### src/rtl/serom_pkg.sv
package serom_pkg;

    typedef enum logic [2:0] {
        ST_IDLE,
        ST_OPC,
        ST_ADR,
        ST_DAT,
        ST_RDO,
        ST_HOLD
    } serom_state_e;

    // Opcode values as they arrive on the wire (first bit is the MSB).
    localparam logic [1:0] OP_SYS = 2'b00;
    localparam logic [1:0] OP_WR  = 2'b01;
    localparam logic [1:0] OP_RD  = 2'b10;
    localparam logic [1:0] OP_ER  = 2'b11;

    // Sub-command carried in the top two address bits under OP_SYS.
    localparam logic [1:0] SYS_WDIS = 2'b00;
    localparam logic [1:0] SYS_WALL = 2'b01;
    localparam logic [1:0] SYS_EALL = 2'b10;
    localparam logic [1:0] SYS_WENA = 2'b11;

endpackage

### src/rtl/serom_sk_edge.sv
module serom_sk_edge (
    input  logic clk,
    input  logic rst_n,
    input  logic sk,
    output logic rise
);
    logic sk_q;

    always_ff @(posedge clk) begin
        if (!rst_n) sk_q <= 1'b0;
        else        sk_q <= sk;
    end

    assign rise = sk & ~sk_q;
endmodule

### src/rtl/serom_word_array.sv
module serom_word_array #(
    parameter int ADDR_W = 6,
    parameter int WORD_W = 16
) (
    input  logic              clk,
    input  logic              rst_n,
    input  logic              we,
    input  logic              all,
    input  logic [ADDR_W-1:0] waddr,
    input  logic [WORD_W-1:0] wdata,
    input  logic [ADDR_W-1:0] raddr,
    output logic [WORD_W-1:0] rdata
);
    localparam int DEPTH = 1 << ADDR_W;

    logic [WORD_W-1:0] words [DEPTH];

    for (genvar g = 0; g < DEPTH; g++) begin : g_word
        logic [WORD_W-1:0] word_q;
        logic              hit;

        assign hit = we && (all || (waddr == ADDR_W'(g)));

        always_ff @(posedge clk) begin
            if (!rst_n)   word_q <= '1;
            else if (hit) word_q <= wdata;
        end

        assign words[g] = word_q;
    end

    assign rdata = words[raddr];
endmodule

### src/rtl/serom_ctrl.sv
module serom_ctrl
    import serom_pkg::*;
#(
    parameter int ADDR_W = 6,
    parameter int WORD_W = 16
) (
    input  logic              clk,
    input  logic              rst_n,
    input  logic              cs,
    input  logic              rise,
    input  logic              di,
    input  logic [WORD_W-1:0] rd_data,
    output logic [ADDR_W-1:0] rd_addr,
    output logic              mem_we,
    output logic              mem_all,
    output logic [ADDR_W-1:0] mem_addr,
    output logic [WORD_W-1:0] mem_wdata,
    output logic              do_o,
    output serom_state_e      state_o,
    output logic              wen_o
);
    localparam int MAXB = (WORD_W > ADDR_W) ? WORD_W : ADDR_W;
    localparam int CNT_W = $clog2(MAXB);
    localparam logic [CNT_W-1:0] ADR_LAST = CNT_W'(ADDR_W - 1);
    localparam logic [CNT_W-1:0] DAT_LAST = CNT_W'(WORD_W - 1);

    serom_state_e      state_q, state_d;
    logic [CNT_W-1:0]  cnt_q;
    logic [1:0]        op_q;
    logic [ADDR_W-1:0] addr_q, addr_nxt;
    logic [WORD_W-1:0] data_q, data_nxt;
    logic [WORD_W-1:0] sr_q;
    logic              wen_q;
    logic              do_q;
    logic              step;
    logic              last_adr, last_dat;
    logic [1:0]        sys_sel;
    logic              ena_hit, dis_hit, prog_req, rd_load, shift;

    // Datapath helpers and the command decode for the current edge.
    always_comb begin
        step     = cs && rise;
        addr_nxt = {addr_q[ADDR_W-2:0], di};
        data_nxt = {data_q[WORD_W-2:0], di};
        sys_sel  = addr_nxt[ADDR_W-1 -: 2];
        last_adr = step && (state_q == ST_ADR) && (cnt_q == ADR_LAST);
        last_dat = step && (state_q == ST_DAT) && (cnt_q == DAT_LAST);
        ena_hit  = last_adr && (op_q == OP_SYS) && (sys_sel == SYS_WENA);
        dis_hit  = last_adr && (op_q == OP_SYS) && (sys_sel == SYS_WDIS);
        prog_req = last_dat
                 || (last_adr && (op_q == OP_ER))
                 || (last_adr && (op_q == OP_SYS) && (sys_sel == SYS_EALL));
        rd_load  = last_adr && (op_q == OP_RD);
        shift    = step && (state_q == ST_RDO);
    end

    // Next-state logic.
    always_comb begin
        state_d = state_q;
        if (!cs) begin
            state_d = ST_IDLE;
        end else if (rise) begin
            unique case (state_q)
                ST_IDLE: if (di) state_d = ST_OPC;
                ST_OPC:  if (cnt_q == CNT_W'(1)) state_d = ST_ADR;
                ST_ADR: begin
                    if (cnt_q == ADR_LAST) begin
                        if (op_q == OP_RD)
                            state_d = ST_RDO;
                        else if (op_q == OP_WR || (op_q == OP_SYS && sys_sel == SYS_WALL))
                            state_d = ST_DAT;
                        else
                            state_d = ST_HOLD;
                    end
                end
                ST_DAT:  if (cnt_q == DAT_LAST) state_d = ST_HOLD;
                ST_RDO:  state_d = ST_RDO;
                ST_HOLD: state_d = ST_HOLD;
                default: state_d = ST_IDLE;
            endcase
        end
    end

    // State register.
    always_ff @(posedge clk) begin
        if (!rst_n) state_q <= ST_IDLE;
        else        state_q <= state_d;
    end

    // Bit counter, shift registers and write-enable flag.
    always_ff @(posedge clk) begin
        if (!rst_n) begin
            cnt_q  <= '0;
            op_q   <= '0;
            addr_q <= '0;
            data_q <= '0;
            sr_q   <= '1;
            wen_q  <= 1'b0;
        end else begin
            if (state_d != state_q) cnt_q <= '0;
            else if (step)          cnt_q <= cnt_q + CNT_W'(1);

            if (step) begin
                unique case (state_q)
                    ST_OPC:  op_q   <= {op_q[0], di};
                    ST_ADR:  addr_q <= addr_nxt;
                    ST_DAT:  data_q <= data_nxt;
                    default: ;
                endcase
            end

            if (ena_hit)      wen_q <= 1'b1;
            else if (dis_hit) wen_q <= 1'b0;

            if (rd_load)    sr_q <= rd_data;
            else if (shift) sr_q <= {sr_q[WORD_W-2:0], 1'b1};
        end
    end

    // Serial output register.
    always_ff @(posedge clk) begin
        if (!rst_n)       do_q <= 1'b1;
        else if (!cs)     do_q <= 1'b1;
        else if (rd_load) do_q <= 1'b0;
        else if (shift)   do_q <= sr_q[WORD_W-1];
    end

    assign rd_addr   = addr_nxt;
    assign mem_we    = prog_req && wen_q;
    assign mem_all   = (op_q == OP_SYS);
    assign mem_addr  = (state_q == ST_ADR) ? addr_nxt : addr_q;
    assign mem_wdata = last_dat ? data_nxt : '1;
    assign do_o      = do_q;
    assign state_o   = state_q;
    assign wen_o     = wen_q;
endmodule

### src/rtl/serom_dev.sv
module serom_dev
    import serom_pkg::*;
#(
    parameter int ADDR_W = 6,
    parameter int WORD_W = 16
) (
    input  logic clk,
    input  logic rst_n,
    input  logic cs,
    input  logic sk,
    input  logic di,
    output logic do_o
);
    logic              sk_rise;
    logic [ADDR_W-1:0] rd_addr, mem_addr;
    logic [WORD_W-1:0] rd_data, mem_wdata;
    logic              mem_we, mem_all;
    serom_state_e      dec_state;
    logic              dec_wen;

    serom_sk_edge u_edge (
        .clk  (clk),
        .rst_n(rst_n),
        .sk   (sk),
        .rise (sk_rise)
    );

    serom_ctrl #(.ADDR_W(ADDR_W), .WORD_W(WORD_W)) u_ctrl (
        .clk      (clk),
        .rst_n    (rst_n),
        .cs       (cs),
        .rise     (sk_rise),
        .di       (di),
        .rd_data  (rd_data),
        .rd_addr  (rd_addr),
        .mem_we   (mem_we),
        .mem_all  (mem_all),
        .mem_addr (mem_addr),
        .mem_wdata(mem_wdata),
        .do_o     (do_o),
        .state_o  (dec_state),
        .wen_o    (dec_wen)
    );

    serom_word_array #(.ADDR_W(ADDR_W), .WORD_W(WORD_W)) u_array (
        .clk  (clk),
        .rst_n(rst_n),
        .we   (mem_we),
        .all  (mem_all),
        .waddr(mem_addr),
        .wdata(mem_wdata),
        .raddr(rd_addr),
        .rdata(rd_data)
    );
endmodule

### config.mk
export PLATFORM = sky130hd
export DESIGN_NAME = serom_dev
export DESIGN_NICKNAME = d
export VERILOG_FILES = /design/src/rtl/serom_pkg.sv /design/src/rtl/serom_sk_edge.sv /design/src/rtl/serom_word_array.sv /design/src/rtl/serom_ctrl.sv /design/src/rtl/serom_dev.sv
export SDC_FILE = /design/constraint.sdc
export NUM_CORES = 2
export LEC_CHECK = 0
export ABC_AREA = 0
export CORE_UTILIZATION = 58
export CTS_BUF_LIST = sky130_fd_sc_hd__clkbuf_16
export CTS_CLUSTER_DIAMETER = 60
export DETAILED_ROUTE_END_ITERATION = 10
export GPL_ROUTABILITY_DRIVEN = 1
export GPL_TIMING_DRIVEN = 0
export PLACE_DENSITY = 0.77
export RECOVER_POWER = 25
export SETUP_SLACK_MARGIN = 0.2
export SLEW_MARGIN = 25
export SYNTH_ARGS = -nofsm -noshare
export SYNTH_HDL_FRONTEND = slang
export SYNTH_SLANG_ARGS = --single-unit
### constraint.sdc
create_clock -name clk -period 2.6 [get_ports clk]
set_input_delay 0.52 -clock clk [delete_from_list [all_inputs] [get_ports clk]]
set_output_delay 0.52 -clock clk [all_outputs]
set_load 0.005 [all_outputs]
==> summary.txt <==
Outcome
  • Outcome: finished with violations
  • Failing checks: negative setup slack

Cells and area
  • Final std cells w/o fill: about 6,000
  • Share of cells above drive strength 1: 0.237
  • FILL cells: around 5,600
  • Final net count: 4,866
  • Area grow syn2layout: 21.3%

Timing
  • Period utilisation layout: 1.01
  • Fin. Hold Viols: 0
  • Rel. slew slack: 0.272
  • Final setup fails: 2
  • Worst Hold Slack: 0.455 ns
  • Slew @ Worst Pin: 1.09 ns
  • Max Fclk: 382 MHz
  • RSZ-0062 raised after global routing: true
  • Setup slack after layout: -0.0162 ns
  • Fin. max-slew vios: 0
  • Worst clock skew: 0.0407 ns
  • Tmin final: 2.62 ns

Clocking
  • Clk sink count: about 1,100
  • Worst-skew pair later-pin latency: a little over 0.7 ns
  • Clock transition at path regs: 0.07 ns
  • Root Driver: clkbuf_16
  • # hold bufs at CTS: 0
  • CTS tree: yes
  • H-tree levels: 3
  • Clock Path Buffers: 3
  • Num CTS Buffers: between 100 and 150

Min path
  • Worst Hold Class: in2reg

Global routing
  • Vias in the first global route: 38,900
  • Grt ovf: 0
  • Initial antenna violation count: 13
  • First-pass GRT wire length: 265,000 um
  • Global-route usage over all layers: 0.431
  • Largest net degree at the start of global routing: 18

Logic synthesis
  • Synth cell types: 75
  • Post-synthesis cell area: 48,300 um^2
  • Cells after Synth: 4,500
  • Ranking of synthesized cells by area: dfxtp_1 (45%), mux2i_1 (22%), mux4_2 (11%), nor2_1 (8.3%), clkbuf_1 (1.9%)
  • Seq cells post-synth: 1,073
  • Post-synth EDFFs: 0
  • Yosys warns: 0
  • Ys flop type: dfxtp_1
  • Register area share after synthesis: 0.445
  • Cell taking the most area after synthesis: dfxtp_1
  • Average cell area after synthesis: 10.7 um^2
  • Net count after synthesis: 4,507
  • FFs w/ async S/R, synth: 0
  • Share of the synthesized area in the top cell type: 0.445

Floorplan
  • Initial Utilization: 0.587
  • Full die area: about 84,000 um^2
  • I/O Pins: 6
  • Die H: approximately 290 um
  • Core area: 82,200 um^2
  • Rows: 105
  • Die W: about 290 um

Power
  • Max IR drop VDD: 508 uV
  • Leak Pwr: 23.0 nW
  • Pwr dens: 566 nW/um^2

Critical path
  • CP arrival: 3.25 ns
  • Req. time, crit path: 3.24 ns
  • Critical Path Fanout Max: 11
  • Kind of critical path: reg2reg
  • CP Capture Type: flip-flop
  • Critical path launch point type: flip-flop

Route
  • Routed via count: between 40,000 and 50,000
  • Drt wl/cell: about 31 um
  • Routed WL: 188,000 um
  • Vias per inst: 6.66
  • DR iter-0 viols: 5,944
  • Antenna-violating nets left: 0
  • Number of remaining DRC errors: 0
  • Drt first pass iters: 6

Placed design
  • Buffers on Ports: 4
  • GP Congestion: 1.09
  • Placed wire-length estimate: 125,000 um
  • Placed cells: 5,575

Run
  • Number of max-cap violations: 0
worst paths after layout:
| kind | endpoint | slack [ns] | cells past startpoint | from |
|---|---|---|---|---|
| setup reg to reg | u_ctrl.sr_q[0] | -0.02 | 9 | u_ctrl.addr_q[0] |
| hold reg to reg | u_ctrl.sr_q[0] | 0.49 | 2 | u_ctrl.sr_q[0] |
| hold / removal | u_edge.sk_q | 0.45 | 2 | sk |
| setup / recovery | u_ctrl.sr_q[0] | -0.02 | 9 | u_ctrl.addr_q[0] |
placed cells by master (no fill, tap or decap), types with 36 or more instances in the layout:
| master | count |
|---|---|
| dfxtp_1 | 1069 |
| nand2_1 | 96 |
| clkbuf_1 | 116 |
| o21ai_4 | 39 |
| buf_6 | 92 |
| buf_12 | 80 |
| buf_8 | 36 |
| clkbuf_2 | 67 |
| clkbuf_16 | 126 |
| buf_4 | 185 |
| a21oi_1 | 91 |
| mux2i_1 | 1055 |
| a22oi_1 | 81 |
| mux4_2 | 233 |
| nor2_1 | 1046 |
stage by stage:
stage               power, W  area, um^2  worst slack, ns  setup TNS (ns)  utilization
floorplan             0.0173       48300            0.209               0            -
global placement      0.0177       49700            -1.94        -1549.95        0.604
detailed placement    0.0177       49700            -1.81        -1523.97        0.604
CTS                   0.0330       57300           0.0312               0        0.697
global route          0.0337       58500          0.00649               0        0.712
finish                0.0331       58500          -0.0162         -0.0285        0.712
worst max-delay path: stages (launching register included):
cell       delay [ns]
dfxtp_1          0.35
buf_6            0.15
buf_12           0.16
bufbuf_16        0.28
and2_0           0.19
clkbuf_2         0.42
a22oi_1          0.19
a21oi_1          0.50
nor3_1           0.12
a32oi_1          0.16
final cells by class:
cell class | instances | area (um^2) | share of cell area
multi-input cells | 3005 | 25600 | 0.437
flip-flops and latches | 1073 | 21500 | 0.367
plain buffers | 413 | 3870 | 0.0662
clock buffers | 110 | 2750 | 0.0470
repair buffers | 245 | 2680 | 0.0457
well taps | 1070 | 1340 | 0.0229
clock inverters | 95 | 801 | 0.0137
inverters | 11 | 46.3 | 0.000791
diodes | 4 | 10.0 | 0.000171
power breakdown:
| group | internal, W | switching, W |
|---|---|---|
| combinational | 0.000242 | 0.000727 |
| clock | 0.00858 | 0.00715 |
| sequential | 0.0164 | 0.00000547 |
registers in the layout, summed over array words and instances, names as in the netlist:
name                   cells
u_edge.sk_q                1
u_ctrl.wen_o               1
u_ctrl.sr_q               16
u_ctrl.cnt_q               4
u_ctrl.data_q             15
u_ctrl.addr_q              6
u_ctrl.state_o             3
u_array.g_word.word_q   1024
u_ctrl.op_q                2
u_ctrl.do_o                1
per-layer routing:
metal	track usage	vias to the layer above	part of all wire
li1	-	16500	-
met1	0.545	19800	0.36
met2	0.623	2971	0.42
met3	0.134	882	0.13
met4	0.312	8	0.090
met5	0	-	0.00033
cells by family (layout without fill, tap and decap cells):
| kind of cell | after synthesis | after routing | synth area share |
|---|---|---|---|
| simple gates | 1342 | 1343 | 0.124 |
| mux | 1297 | 1297 | 0.330 |
| flops | 1073 | 1073 | 0.445 |
| buf+inv | 424 | 874 | 0.0466 |
| compound gates | 359 | 360 | 0.0536 |
| xor+xnor | 3 | 3 | 0.000545 |
| fa+ha+maj | 2 | 2 | 0.000518 |
| other cells | 0 | 4 | 0 |
synthesized netlist by cell type, types with 5 or more instances:
cell and number:
dfxtp_1 1073, mux4_2 233, nand3_1 20, o21ai_2 6, a21oi_1 126, nor2_2 9
o21ai_4 24, nor3_1 35, buf_1 15, nand2_1 100, a221oi_1 24, buf_2 80
buf_6 60, nor2_8 30, a22oi_1 107, nor2b_1 14, o21ai_0 31, and2_1 8
clkbuf_1 239, nor2_1 1062, a211oi_1 6, nor3b_1 5, nand4_1 17, inv_1 9
buf_4 16, nor2_4 12, mux2i_1 1062, nand2b_1 7
what timing repair did:
| item | CTS | global route |
|---|---|---|
| resized for setup | 595 | 244 |
| pin swaps | 96 | 31 |
| buffers inserted | 193 | 31 |
| gates cloned | 8 | 10 |
| setup endpoints to repair | 1069 | 1005 |
| endpoints found under the hold margin | 0 | 0 |
No activity file was read; power rests on OpenSTA's default activity.
